## config.mk

```make
export PLATFORM = sky130hd
export DESIGN_NAME = vaddr_canon_check
export DESIGN_NICKNAME = d
export VERILOG_FILES = /design/src/rtl/vac_pkg.sv /design/src/rtl/vac_last_byte.sv /design/src/rtl/vac_canon.sv /design/src/rtl/vac_low_window.sv /design/src/rtl/vaddr_canon_check.sv
export SDC_FILE = /design/constraint.sdc
export NUM_CORES = 1
export LEC_CHECK = 0
export BUFFER_PORTS_ARGS = -buffer_cell sky130_fd_sc_hd__buf_2
export CELL_PAD_IN_SITES_DETAIL_PLACEMENT = 0
export CELL_PAD_IN_SITES_GLOBAL_PLACEMENT = 1
export CORE_MARGIN = 2
export CORE_UTILIZATION = 38
export CTS_CLUSTER_DIAMETER = 120
export DETAILED_ROUTE_END_ITERATION = 16
export PLACE_DENSITY_LB_ADDON = 0.05
export SLEW_MARGIN = 20
export SYNTH_ARGS = -nofsm -noshare
export SYNTH_HDL_FRONTEND = slang
export SYNTH_SLANG_ARGS = --single-unit
export TNS_END_PERCENT = 50
```

## constraint.sdc

```tcl
create_clock -name clk -period 0.8 [get_ports clk]
set_input_delay 0.04 -clock clk [delete_from_list [all_inputs] [get_ports clk]]
set_output_delay 0.04 -clock clk [all_outputs]
set_load 0.02 [all_outputs]
```

## src/rtl/vac_pkg.sv

```systemverilog
package vac_pkg;

    localparam int SIZE_W  = 3;
    localparam int MAX_LOG = 4;

    typedef struct packed {
        logic pass;
        logic gp_fault;
        logic ss_fault;
        logic trunc_ok;
    } vac_flags_t;

endpackage

```

## src/rtl/vac_last_byte.sv

```systemverilog
module vac_last_byte #(
    parameter int ADDR_W  = 64,
    parameter int SIZE_W  = 3,
    parameter int MAX_LOG = 4
) (
    input  logic [ADDR_W-1:0] first_addr,
    input  logic [SIZE_W-1:0] size_code,
    output logic [ADDR_W-1:0] last_addr
);
    logic [SIZE_W-1:0] log_eff;
    logic [ADDR_W-1:0] span;

    always_comb begin
        // codes above the largest size clamp to it
        log_eff = (size_code > SIZE_W'(MAX_LOG)) ? SIZE_W'(MAX_LOG) : size_code;
        span    = (ADDR_W'(1) << log_eff) - ADDR_W'(1);
        // modulo 2^ADDR_W: a carry out of the top bit is dropped
        last_addr = first_addr + span;
    end
endmodule

```

## src/rtl/vac_canon.sv

```systemverilog
module vac_canon #(
    parameter int HI_W = 17
) (
    input  logic [HI_W-1:0] hi_bits,
    output logic            canon
);
    // all upper bits equal: either none set or all set
    assign canon = (&hi_bits) | ~(|hi_bits);
endmodule

```

## src/rtl/vac_low_window.sv

```systemverilog
module vac_low_window #(
    parameter int HI_W = 33
) (
    input  logic [HI_W-1:0] hi_bits,
    output logic            in_window
);
    assign in_window = ~(|hi_bits);
endmodule

```

## src/rtl/vaddr_canon_check.sv

```systemverilog
module vaddr_canon_check
    import vac_pkg::*;
#(
    parameter int ADDR_W     = 64,
    parameter int IMPL_BITS  = 48,
    parameter int TRUNC_BITS = 32
) (
    input  logic                 clk,
    input  logic                 rst_n,
    input  logic                 req_valid,
    input  logic [ADDR_W-1:0]    req_addr,
    input  logic [SIZE_W-1:0]    req_size,
    input  logic                 req_stack,
    output logic                 chk_pass,
    output logic                 chk_gp_fault,
    output logic                 chk_stack_fault,
    output logic                 chk_trunc_ok
);
    localparam int CANON_HI_W = ADDR_W - IMPL_BITS + 1;
    localparam int TRUNC_HI_W = ADDR_W - TRUNC_BITS + 1;
    localparam int N_ENDS     = 2;

    logic [ADDR_W-1:0] last_addr;
    logic [ADDR_W-1:0] end_addr [N_ENDS];
    logic [N_ENDS-1:0] end_canon;
    logic [N_ENDS-1:0] end_low;

    vac_flags_t flags_d, flags_q;

    vac_last_byte #(
        .ADDR_W (ADDR_W),
        .SIZE_W (SIZE_W),
        .MAX_LOG(MAX_LOG)
    ) u_last (
        .first_addr(req_addr),
        .size_code (req_size),
        .last_addr (last_addr)
    );

    assign end_addr[0] = req_addr;
    assign end_addr[1] = last_addr;

    for (genvar e = 0; e < N_ENDS; e++) begin : g_end
        vac_canon #(
            .HI_W(CANON_HI_W)
        ) u_canon (
            .hi_bits(end_addr[e][ADDR_W-1:IMPL_BITS-1]),
            .canon  (end_canon[e])
        );

        vac_low_window #(
            .HI_W(TRUNC_HI_W)
        ) u_low (
            .hi_bits  (end_addr[e][ADDR_W-1:TRUNC_BITS-1]),
            .in_window(end_low[e])
        );
    end

    always_comb begin
        logic ok;
        flags_d = '0;
        ok      = &end_canon;
        if (req_valid) begin
            flags_d.pass     = ok;
            flags_d.gp_fault = !ok && !req_stack;
            flags_d.ss_fault = !ok &&  req_stack;
            flags_d.trunc_ok = &end_low;
        end
    end

    always_ff @(posedge clk or negedge rst_n) begin
        if (!rst_n) begin
            flags_q <= '0;
        end else begin
            flags_q <= flags_d;
        end
    end

    assign chk_pass        = flags_q.pass;
    assign chk_gp_fault    = flags_q.gp_fault;
    assign chk_stack_fault = flags_q.ss_fault;
    assign chk_trunc_ok    = flags_q.trunc_ok;

endmodule

```

Word level (Yosys, flattened, before mapping)
Cells that the tools add are included.

storage, ports and cells
  flip-flop bits (word level) = 4
  input port bits = 71
  output and inout bits = 4

operators by class
  $add $sub $neg = 2
  magnitude comparators = 1
  shift operators = 1
  muxes and demuxes = 2
  bitwise operators = 6
  reductions and logical operators = 12

operators with widths
  cell                                                 count
  OR reduction 33 bit                                  2
  adder 64 bit                                         1
  << shifter 1 x 3 -> 64 bit (first input constant)    1
  subtractor 64 x 2 -> 64 bit (second input constant)  1
  AND reduction 17 bit                                 2
  OR reduction 17 bit                                  2
  2-to-1 mux 4 bit                                     1
  NOT 1 bit                                            4
  AND reduction 2 bit                                  2
  > comparator 3 bit (second input constant)           1
  2-to-1 mux 3 bit                                     1
  logical AND 1 bit                                    2
  zero test 1 bit                                      2
  bitwise OR 1 bit                                     2

Logic depth before layout (Yosys ltp)
  depth after elaboration = 12
  mapped depth = 16

Modules after synthesis
Synthesis repeated with hierarchy kept, for this count alone.

unflattened totals
  cells, all modules = 636
  area total of the unflattened synthesis = 4306.6 um2

by module, submodules not included
  module             times used  cells an instance  area each (um2)  seq. area each (um2)
  vac_last_byte      1           578                3803.6           0.0
  vac_canon          2           12                 98.8             0.0
  vac_low_window     2           12                 82.6             0.0
  vaddr_canon_check  1           10                 140.1            100.1

Worst setup path after synthesis
OpenSTA, ideal clock, no wires.

  kind = input-to-reg
  start point = input req_size[2]
  end point = register flags_q (netlist bit chk_trunc_ok)
  library setup time = 111 ps
  arrival time = 3437 ps
  required time = 689 ps
  path slack = -2749 ps
  stages on the path = 16
  cell sequence = nor2_1 nand2_1 ha_1 inv_1 ha_1 or2_2 o221a_2 a22oi_1 a21oi_1 a211oi_1 o41ai_1 xor2_1 or4b_1 nor4_2 nand4_1 a2111oi_2

RTL lines
  what                  RTL line                 text
  start, declared       vaddr_canon_check.sv:12  input logic [SIZE_W-1:0] req_size,
  end signal, assigned  vaddr_canon_check.sv:75  flags_q <= flags_d;
  end, declared         vaddr_canon_check.sv:28  vac_flags_t flags_d, flags_q;

==> metrics <==
outcome complete, but fails checks; violated checks setup timing; leakage 4.07 nW; MaxCap Viol Count 0; Final min period 3.43 ns; Num CTS Buffers 3; First-pass DRT Iterations 5; Crit path top cell by count nand4_1; largest net degree at the start of global routing 8; EDFF count, synth 0; Setup CP Type in -> reg; largest area contributor in the netlist ha_1; ys flop type dfrtp_1; CP startpoint kind input port; clk root buf clkbuf_16; Max Fanout on Critical Path 4; final slew viol count 0; HPWL Detailed 16300 um; CP max stage cell nor4_4; final net count 1244; Final Hold Violating Endpoints 0; number of port buffers 74; Post-synth ARST share 1.00; top-area cell type share of the netlist area 0.242; GRT Residual Overflow 0; initial antenna violation count 0; clk sinks 4; fill count 1123; Synth-to-Final Area Change 70.6%; layout cells sized above 1 0.400; highest clock rate 0.291 GHz; Final Cycle Share 4.29; Total GRT Usage 0.282; Critical Path AT 3.54 ns; routability cong. 1.03; Final Util 0.660; Worst Path Required 0.90 ns; sequential fraction of the synthesis area 0.0217; first-pass GRT wire length 30300 um; Initial Util 0.387; Yosys Warn Count 0; hold crit path type in -> reg; Mean Syn Cell Area 6.59 um2; Clock Path Buffers 2; post-route cell area 0.00786 mm2; core area 0.0119 mm2; Critical Path Max Stage Delay 0.39 ns; FF+latch count, synth 4; # IOs 75; distinct cell type count of the synthesized netlist 67; CTS clock-pin slew for the worst setup and hold paths 0.03 ns; Relative slew margins 0.537; Die X 114 um; n_diodes 0; Final WS setup -2.63 ns; vias in the first global route 6376; area of the die 0.0130 mm2; Synth Cell Area 0.00461 mm2; RSZ-0062 raised after global routing yes; Syn Nets 859; most common cell in the synthesized netlist inv_1; Power Dens Cells 870 mW/mm2; commonest cells in the netlist 95 x inv_1, 89 x ha_1, 88 x a21oi_1, 57 x nand2_1, 55 x o21ai_0; # DRC 0; drt initial violations 370; Vias 6494; worst-path cell chain buf_8, nor2_4, nand2_1, ha_1, inv_2, ha_4, or2_4, o221a_4, o211ai_1, buf_4, nand2b_1, o211a_1, o21a_1, nor4bb_4, nand4_1, nor4_4, nand4_1, a2111oi_4; ranking of synthesized cells by area ha_1 24%, a21oi_1 9.6%, inv_1 7.7%; measured slew at the worst slew-check pin 0.687 ns; die height 114 um; Crit. End Element flip-flop; VDD IR max 578 uV; synthesized instance count 699; Via density 5.28; row count 40; Post-DP Area 0.00750 mm2; WL/cell 15.0 um; final setup fails 4; post-route ant nets 0; TritonCTS clock tree done; CTS HTree Levels 1; final WL 18400 um
-- final timing paths --
kind	start	end	slack (ns)	depth (start not counted)
setup / recovery	req_size[2]	chk_trunc_ok$_DFF_PN0_	-2.63	18
hold / removal	req_valid	chk_pass$_DFF_PN0_	0.1	2
max in group asynchronous	rst_n	chk_stack_fault$_DFF_PN0_	0.51	2
min in group asynchronous	rst_n	chk_gp_fault$_DFF_PN0_	0.17	2
-- report_power, final --
| part | switching (W) | internal [W] |
|---|---|---|
| Clock | 0.000155 | 0.000640 |
| Sequential | 0.00000179 | 0.000209 |
| Combinational | 0.00285 | 0.00297 |
| Total | 0.00301 | 0.00382 |
-- metrics by stage --
stage	worst slack, ns	instances	total power [W]	setup TNS, ns	hold slack (ns)
after CTS	-2.59	1228	0.00671	-9.95	0.0947
after detailed placement	-3.06	1217	0.00562	-12.03	-0.148
after global placement	-3.06	1217	0.00552	-12.01	-0.160
final	-2.63	1229	0.00683	-10.16	0.0998
after global routing	-2.78	1229	0.00738	-10.83	0.109
after floorplan	-2.30	699	0.00282	-8.97	-0.256
-- worst max-delay path, delay by kind of cell --
kind | cells | cell delay (ns)
adder cells (fa/ha/maj) | 2 | 0.43
AO/OA/AOI/OAI | 5 | 1.31
AND/OR/NAND/NOR | 8 | 1.45
buffers and inverters | 3 | 0.31
-- cell type report --
class                           count  area (um2)  area share
Tap cell                          147         184      0.0234
Inverter                           95         357      0.0454
Sequential cell                     4         100      0.0127
Clock buffer                        3        75.1     0.00955
Multi-Input combinational cell    599        4440       0.566
Timing Repair Buffer              381        2700       0.343
-- layer usage --
metal / routed length (um) / part of all wire / global-route usage
met5: 0 / 0 / 0
met4: 182 / 0.0099 / 0.0276
met3: 583 / 0.032 / 0.00424
met2: 8830 / 0.48 / 0.510
met1: 8850 / 0.48 / 0.391
-- timing repair --
item	CTS	global route
buffers inserted	7	1
hold endpoints to repair	4	0
pin swaps	18	7
hold buffers	1	0
gates resized for setup	28	8
endpoints found under the setup margin	4	5
-- logic make-up after synthesis --
family | after synthesis | share of synthesized area
and+or+nand+nor | 256 | 0.298
AOI/OAI and AO/OA | 225 | 0.305
buffers and inverters | 96 | 0.0782
adders and majority gates | 89 | 0.242
xor gates and xnor gates | 27 | 0.0513
DFF | 4 | 0.0217
muxes | 2 | 0.00435
-- cells in the final DEF (no fill, tap or decap), types with 21 or more instances in the layout --
cell      count
nand2_1      57
nand4_1      21
o21ai_0      55
ha_1         84
buf_4       305
a21oi_1      87
inv_1        94
nor2_1       48
nand2b_1     29
buf_2        72
-- state kept, by name (all words and copies together) (netlist names) --
signal           count
chk_gp_fault         1
chk_pass             1
chk_stack_fault      1
chk_trunc_ok         1
Note: power is estimated with default switching activity, not from simulation.
